<file path="src/rtl/ptmr_pkg.sv">
package ptmr_pkg;
    localparam int CNT_W  = 16;
    localparam int BYTE_W = 8;
    localparam int PRE_W  = 3;
    localparam int SEL_W  = 2;

    typedef enum logic [1:0] {
        PH_Q1 = 2'd0,
        PH_Q2 = 2'd1,
        PH_Q3 = 2'd2,
        PH_Q4 = 2'd3
    } phase_e;

    typedef struct packed {
        logic ext_q;
        logic ext_prev;
    } pin_state_t;

    typedef struct packed {
        logic s1;
        logic s2;
    } sync_state_t;
endpackage

</file>
<file path="src/rtl/ptmr_phase.sv">
// Four-phase sequencer: one tick per instruction cycle, sample strobes on phases 2 and 4.
module ptmr_phase
    import ptmr_pkg::*;
(
    input  logic clk,
    input  logic rst_n,
    output logic tick_o,
    output logic strobe_o
);
    phase_e ph_d, ph_q;

    always_comb begin
        ph_d     = phase_e'(ph_q + 2'd1);
        tick_o   = (ph_q == PH_Q4);
        strobe_o = (ph_q == PH_Q2) || (ph_q == PH_Q4);
    end

    always_ff @(posedge clk or negedge rst_n) begin
        if (!rst_n) ph_q <= PH_Q1;
        else        ph_q <= ph_d;
    end
endmodule

</file>
<file path="src/rtl/ptmr_prescaler.sv">
// Divide-by-2^sel event counter; output level is a count bit, event is its rising step.
module ptmr_prescaler #(
    parameter int PRE_W = ptmr_pkg::PRE_W,
    parameter int SEL_W = ptmr_pkg::SEL_W
) (
    input  logic             clk,
    input  logic             rst_n,
    input  logic             in_evt,
    input  logic             clr,
    input  logic [SEL_W-1:0] sel,
    input  logic             raw_lvl,
    output logic             lvl_o,
    output logic             evt_o
);
    logic [PRE_W-1:0] pcnt_d, pcnt_q;
    logic [PRE_W-1:0] pcnt_inc;

    always_comb begin
        pcnt_inc = pcnt_q + {{(PRE_W-1){1'b0}}, 1'b1};
        pcnt_d   = pcnt_q;
        if (clr)         pcnt_d = '0;
        else if (in_evt) pcnt_d = pcnt_inc;

        lvl_o = raw_lvl;
        evt_o = in_evt;
        for (int b = 0; b < PRE_W; b++) begin
            if (int'(sel) == b + 1) begin
                lvl_o = pcnt_q[b];
                evt_o = in_evt && pcnt_inc[b] && !pcnt_q[b];
            end
        end
    end

    always_ff @(posedge clk or negedge rst_n) begin
        if (!rst_n) pcnt_q <= '0;
        else        pcnt_q <= pcnt_d;
    end
endmodule

</file>
<file path="src/rtl/ptmr_sync.sv">
// Two-stage phase-gated synchronizer followed by a rising-edge detector.
module ptmr_sync
    import ptmr_pkg::*;
(
    input  logic clk,
    input  logic rst_n,
    input  logic strobe,
    input  logic lvl,
    output logic pulse_o
);
    sync_state_t st_d, st_q;

    always_comb begin
        st_d = st_q;
        if (strobe) begin
            st_d.s1 = lvl;
            st_d.s2 = st_q.s1;
        end
        pulse_o = strobe && st_q.s1 && !st_q.s2;
    end

    always_ff @(posedge clk or negedge rst_n) begin
        if (!rst_n) st_q <= '0;
        else        st_q <= st_d;
    end
endmodule

</file>
<file path="src/rtl/ptmr_counter.sv">
// Byte-loadable up-counter with sticky rollover flag.
module ptmr_counter #(
    parameter int CNT_W  = ptmr_pkg::CNT_W,
    parameter int BYTE_W = ptmr_pkg::BYTE_W,
    localparam int NB    = CNT_W / BYTE_W
) (
    input  logic              clk,
    input  logic              rst_n,
    input  logic              inc,
    input  logic [NB-1:0]     wr_en,
    input  logic [BYTE_W-1:0] wr_data,
    input  logic              flag_wr,
    input  logic              flag_wdata,
    output logic [CNT_W-1:0]  cnt_o,
    output logic              flag_o
);
    typedef struct packed {
        logic [CNT_W-1:0] cnt;
        logic             flag;
    } ctr_t;

    ctr_t st_d, st_q;
    logic any_wr;
    logic roll;

    always_comb begin
        st_d   = st_q;
        any_wr = |wr_en;
        roll   = &st_q.cnt;
        if (any_wr) begin
            for (int b = 0; b < NB; b++) begin
                if (wr_en[b]) st_d.cnt[b*BYTE_W +: BYTE_W] = wr_data;
            end
        end else if (inc) begin
            st_d.cnt = st_q.cnt + {{(CNT_W-1){1'b0}}, 1'b1};
        end
        if (flag_wr)                  st_d.flag = flag_wdata;
        if (inc && !any_wr && roll)   st_d.flag = 1'b1;
        cnt_o  = st_q.cnt;
        flag_o = st_q.flag;
    end

    always_ff @(posedge clk or negedge rst_n) begin
        if (!rst_n) st_q <= '0;
        else        st_q <= st_d;
    end
endmodule

</file>
<file path="src/rtl/presc_timer16.sv">
module presc_timer16
    import ptmr_pkg::*;
#(
    parameter int CNT_W  = ptmr_pkg::CNT_W,
    parameter int BYTE_W = ptmr_pkg::BYTE_W,
    parameter int PRE_W  = ptmr_pkg::PRE_W,
    parameter int SEL_W  = ptmr_pkg::SEL_W
) (
    input  logic              clk,
    input  logic              rst_n,
    input  logic              ext_clk,
    input  logic              run_en,
    input  logic              src_ext,
    input  logic              sync_n,
    input  logic [SEL_W-1:0]  pre_sel,
    input  logic              sleep,
    input  logic              wr_lo,
    input  logic              wr_hi,
    input  logic [BYTE_W-1:0] wr_data,
    input  logic              flag_wr,
    input  logic              flag_wdata,
    output logic [BYTE_W-1:0] cnt_lo,
    output logic [BYTE_W-1:0] cnt_hi,
    output logic              ovf_flag
);
    localparam int NB = CNT_W / BYTE_W;

    pin_state_t pin_d, pin_q;
    logic tick, strobe;
    logic ext_rise, in_evt, pre_lvl, pre_evt, sync_pulse, inc;
    logic [NB-1:0]    wr_en;
    logic [CNT_W-1:0] cnt;

    always_comb begin
        pin_d.ext_q    = ext_clk;
        pin_d.ext_prev = pin_q.ext_q;
        ext_rise       = pin_q.ext_q && !pin_q.ext_prev;
        in_evt         = run_en && (src_ext ? ext_rise : tick);
        wr_en          = '0;
        wr_en[0]       = wr_lo;
        wr_en[NB-1]    = wr_hi;
        if (!src_ext || sync_n) inc = pre_evt;
        else                    inc = sync_pulse && run_en && !sleep;
    end

    always_ff @(posedge clk or negedge rst_n) begin
        if (!rst_n) pin_q <= '0;
        else        pin_q <= pin_d;
    end

    ptmr_phase u_phase (
        .clk      (clk),
        .rst_n    (rst_n),
        .tick_o   (tick),
        .strobe_o (strobe)
    );

    ptmr_prescaler #(.PRE_W(PRE_W), .SEL_W(SEL_W)) u_pre (
        .clk     (clk),
        .rst_n   (rst_n),
        .in_evt  (in_evt),
        .clr     (wr_lo || wr_hi),
        .sel     (pre_sel),
        .raw_lvl (pin_q.ext_q),
        .lvl_o   (pre_lvl),
        .evt_o   (pre_evt)
    );

    ptmr_sync u_sync (
        .clk     (clk),
        .rst_n   (rst_n),
        .strobe  (strobe),
        .lvl     (pre_lvl),
        .pulse_o (sync_pulse)
    );

    ptmr_counter #(.CNT_W(CNT_W), .BYTE_W(BYTE_W)) u_ctr (
        .clk        (clk),
        .rst_n      (rst_n),
        .inc        (inc),
        .wr_en      (wr_en),
        .wr_data    (wr_data),
        .flag_wr    (flag_wr),
        .flag_wdata (flag_wdata),
        .cnt_o      (cnt),
        .flag_o     (ovf_flag)
    );

    assign cnt_lo = cnt[BYTE_W-1:0];
    assign cnt_hi = cnt[CNT_W-1 -: BYTE_W];
endmodule

</file>
<file path="config.mk">
export PLATFORM = sky130hd
export DESIGN_NAME = presc_timer16
export DESIGN_NICKNAME = d
export VERILOG_FILES = /design/src/rtl/ptmr_pkg.sv /design/src/rtl/ptmr_phase.sv /design/src/rtl/ptmr_prescaler.sv /design/src/rtl/ptmr_sync.sv /design/src/rtl/ptmr_counter.sv /design/src/rtl/presc_timer16.sv
export SDC_FILE = /design/constraint.sdc
export NUM_CORES = 1
export LEC_CHECK = 0
export BUFFER_PORTS_ARGS = -buffer_cell sky130_fd_sc_hd__buf_2
export CORE_ASPECT_RATIO = 1.25
export CORE_MARGIN = 2
export CORE_UTILIZATION = 47
export CTS_CLUSTER_DIAMETER = 120
export DETAILED_ROUTE_END_ITERATION = 10
export GPL_TIMING_DRIVEN = 0
export PLACE_DENSITY_LB_ADDON = 0.08
export SYNTH_ARGS = -nofsm -noshare
export SYNTH_HDL_FRONTEND = slang
export SYNTH_SLANG_ARGS = --single-unit
</file>
<file path="constraint.sdc">
create_clock -name clk -period 2.7 [get_ports clk]
set_clock_uncertainty 0.2 [all_clocks]
set_input_delay 0.675 -clock clk [delete_from_list [all_inputs] [get_ports clk]]
set_output_delay 0.675 -clock clk [all_outputs]
set_load 0.1 [all_outputs]
</file>
==> results.json <==
{
  "io_buffers": 36,
  "antenna_left": 0,
  "synth_edf_count": 0,
  "wl_per_cell_um": 16.6,
  "period_minus_slack_ns": 2.45,
  "synth_seq_cells": 26,
  "finish.utilization": 0.594,
  "hpwl_mm": 3.20,
  "clockRootBuffer": "clkbuf_8",
  "drt-vias-per-instance": 6.18,
  "routed_wl_mm": 4.15,
  "dieArea_mm2": 0.00392,
  "gp_congestion": 0.860,
  "worstMarginPinSlew_ns": 0.606,
  "cts_tree": "yes",
  "core_area_mm2": 0.00325,
  "max_slew_margin": 0.596,
  "first_pass_iters": 4,
  "multi_input_area_um2": 885,
  "clock_latency_ns": 0.28,
  "grt_pass1_wl_mm": 7.13,
  "path_buf_inv": 2,
  "post-place-ws_ns": -0.130,
  "mostFrequentLayoutCell": "buf_2",
  "setup_tns_ns": 0,
  "area_growth_pct": 20.0,
  "synth.distinct_cells": 41,
  "clk_pin_slew_ns": 0.10,
  "critPathMaxStageDelay_ns": 0.41,
  "synth_fp_nets": 198,
  "required_ns": 2.69,
  "crit_type": "reg2reg",
  "synth_async_sr_flop_share": 1.00,
  "status": "completed",
  "cp_data_arrival_time_ns": 2.44,
  "antenna_cells": 0,
  "setup_viol": 0,
  "maxCapViolations": 0,
  "timing.fmax_ghz": 0.408,
  "cp_cell_sequence": "ha_1, nor2_1, nor3_1, a31oi_4, buf_2, buf_4, o31ai_1, a31oi_1",
  "drv_slew": 0,
  "finalHoldViolCount": 0,
  "route.detailed.drc": 0,
  "crit_path_start_kind": "flip-flop",
  "drive_above_1_share": 0.282,
  "synth.yosys.seq_area_share": 0.404,
  "rsz0062_at_grt": "no",
  "finalCritPeriodShare": 0.908,
  "start_util": 0.496,
  "track_usage": 0.227,
  "cts_setup_buffers": 0,
  "clk_path_buf_depth": 2,
  "most-common-layout-cells": "buf_2 (37), dfrtp_1 (19), nor2_1 (18), o31ai_1 (12)",
  "gr-total-overflow": 0,
  "htree_levels": 1,
  "grt_pass1_vias": 1501,
  "die_w_um": 56.4,
  "num_vias": 1545,
  "power_density_mw_per_mm2": 591,
  "nets": 239,
  "setup_slack_ns": 0.249,
  "leakagePower_nw": 0.787,
  "register_area_um2": 659,
  "postSynthAreaPerCell_um2": 9.32,
  "crit_family": "compound AO/OA/AOI/OAI gates",
  "antenna_found_initial": 0,
  "hold_path.class": "in2async",
  "num_io_pins": 38,
  "rows": 23,
  "fillCellCount": 282,
  "cp-end-kind": "flip-flop",
  "cts.sinks": 26,
  "drt-initial-drc-count": 58,
  "grt_max_degree": 27,
  "die_h_um": 69.5,
  "crit_fanout": 10,
  "synth_ff_type": "dfrtp_1",
  "vdd_drop_max_mv": 0.372,
  "cts_buffers": 3,
  "crit_slowest_cell": "dfrtp_1",
  "synth_area_mm2": 0.00161,
  "reg2reg_slack_ns": 0.25,
  "synthCells": 173,
  "yosys_warnings": 0
}
[registers in the layout, indices dropped and copies added (netlist names)]
signal,flops
pin_d,1
pin_q,1
u_ctr.flag_o,1
u_ctr.cnt_o,16
u_phase.ph_q,2
u_pre.pcnt_q,3
u_sync.st_q,2
[synthesized netlist by cell type, drive strengths merged, types with 2 or more instances]
master / number / area, um^2
a221oi: 2 / 17.5
or2: 2 / 12.5
or4: 11 / 82.6
nand2: 10 / 37.5
nand3b: 3 / 22.5
o211ai: 2 / 15.0
nand3: 10 / 50.1
mux2: 3 / 33.8
and3: 2 / 12.5
nor2: 18 / 67.6
nor3: 2 / 10.0
or3: 5 / 31.3
a21oi: 2 / 10.0
nor4: 4 / 25.0
ha: 4 / 50.1
a31oi: 11 / 68.8
nand2b: 3 / 18.8
a22oi: 2 / 15.0
nor2b: 3 / 18.8
dfrtp: 26 / 651
buf: 4 / 35.0
nand4: 2 / 12.5
o311ai: 3 / 33.8
clkbuf: 4 / 15.0
inv: 11 / 41.3
o31ai: 13 / 103
[per-stage QoR]
stage	power (mW)	hold slack, ns	cell area [um^2]	cells
floorplan	0.739	0.169	1620	173
detailed placement	0.825	0.219	1850	246
global placement	0.819	0.204	1850	246
CTS	1.15	0.207	1920	250
global route	1.19	0.248	1930	250
finish	1.14	0.187	1930	250
[area by class of cell]
class,count,area share
buffer,8,0.0259
sequential,26,0.341
inverter,11,0.0214
clock inverter,1,0.0155
tap,37,0.0239
multi-input combinational,128,0.458
timing repair buffer,36,0.0932
clock buffer,3,0.0214
[final timing paths]
path / cells past startpoint / from / to
setup / recovery: 8 / u_phase.ph_q[0]$_DFF_PN0_ / u_ctr.cnt_o[13]$_DFFE_PN0P_
hold / removal: 1 / rst_n / u_sync.st_q[0]$_DFFE_PN0N_
setup reg to reg: 8 / u_phase.ph_q[0]$_DFF_PN0_ / u_ctr.cnt_o[13]$_DFFE_PN0P_
hold reg to reg: 0 / pin_d[0]$_DFF_PN0_ / pin_q[0]$_DFF_PN0_
max in group asynchronous: 1 / rst_n / u_ctr.cnt_o[6]$_DFFE_PN0P_
min in group clk: 0 / pin_d[0]$_DFF_PN0_ / pin_q[0]$_DFF_PN0_
[kinds of logic (layout without fill, tap and decap cells)]
| kind of cell | count (synthesis) | after routing | share of synthesized area |
|---|---|---|---|
| AOI/OAI and AO/OA | 42 | 42 | 0.207 |
| xor gates and xnor gates | 1 | 1 | 0.00544 |
| adders and majority gates | 4 | 4 | 0.0311 |
| buffers and inverters | 19 | 59 | 0.0567 |
| DFF | 26 | 26 | 0.404 |
| muxes | 4 | 4 | 0.0349 |
| and+or+nand+nor | 77 | 77 | 0.262 |
[per-layer routing]
layer	GRT usage	vias up	share of wire
li1	-	742	-
met1	0.287	757	0.42
met2	0.408	39	0.53
met3	0.0168	7	0.037
met4	0.0661	0	0.016
met5	0	-	0
[report_power, final]
group	internal (mW)	total, mW	switching [mW]
clock network	0.198	0.322	0.124
logic	0.0788	0.365	0.286
registers	0.420	0.455	0.0354
[what timing repair did]
item	in CTS	in global routing
cloned	0	0
endpoints found under the setup margin	11	13
hold buffers	0	0
resized for setup	1	1
(Power assumes the default switching activity.)
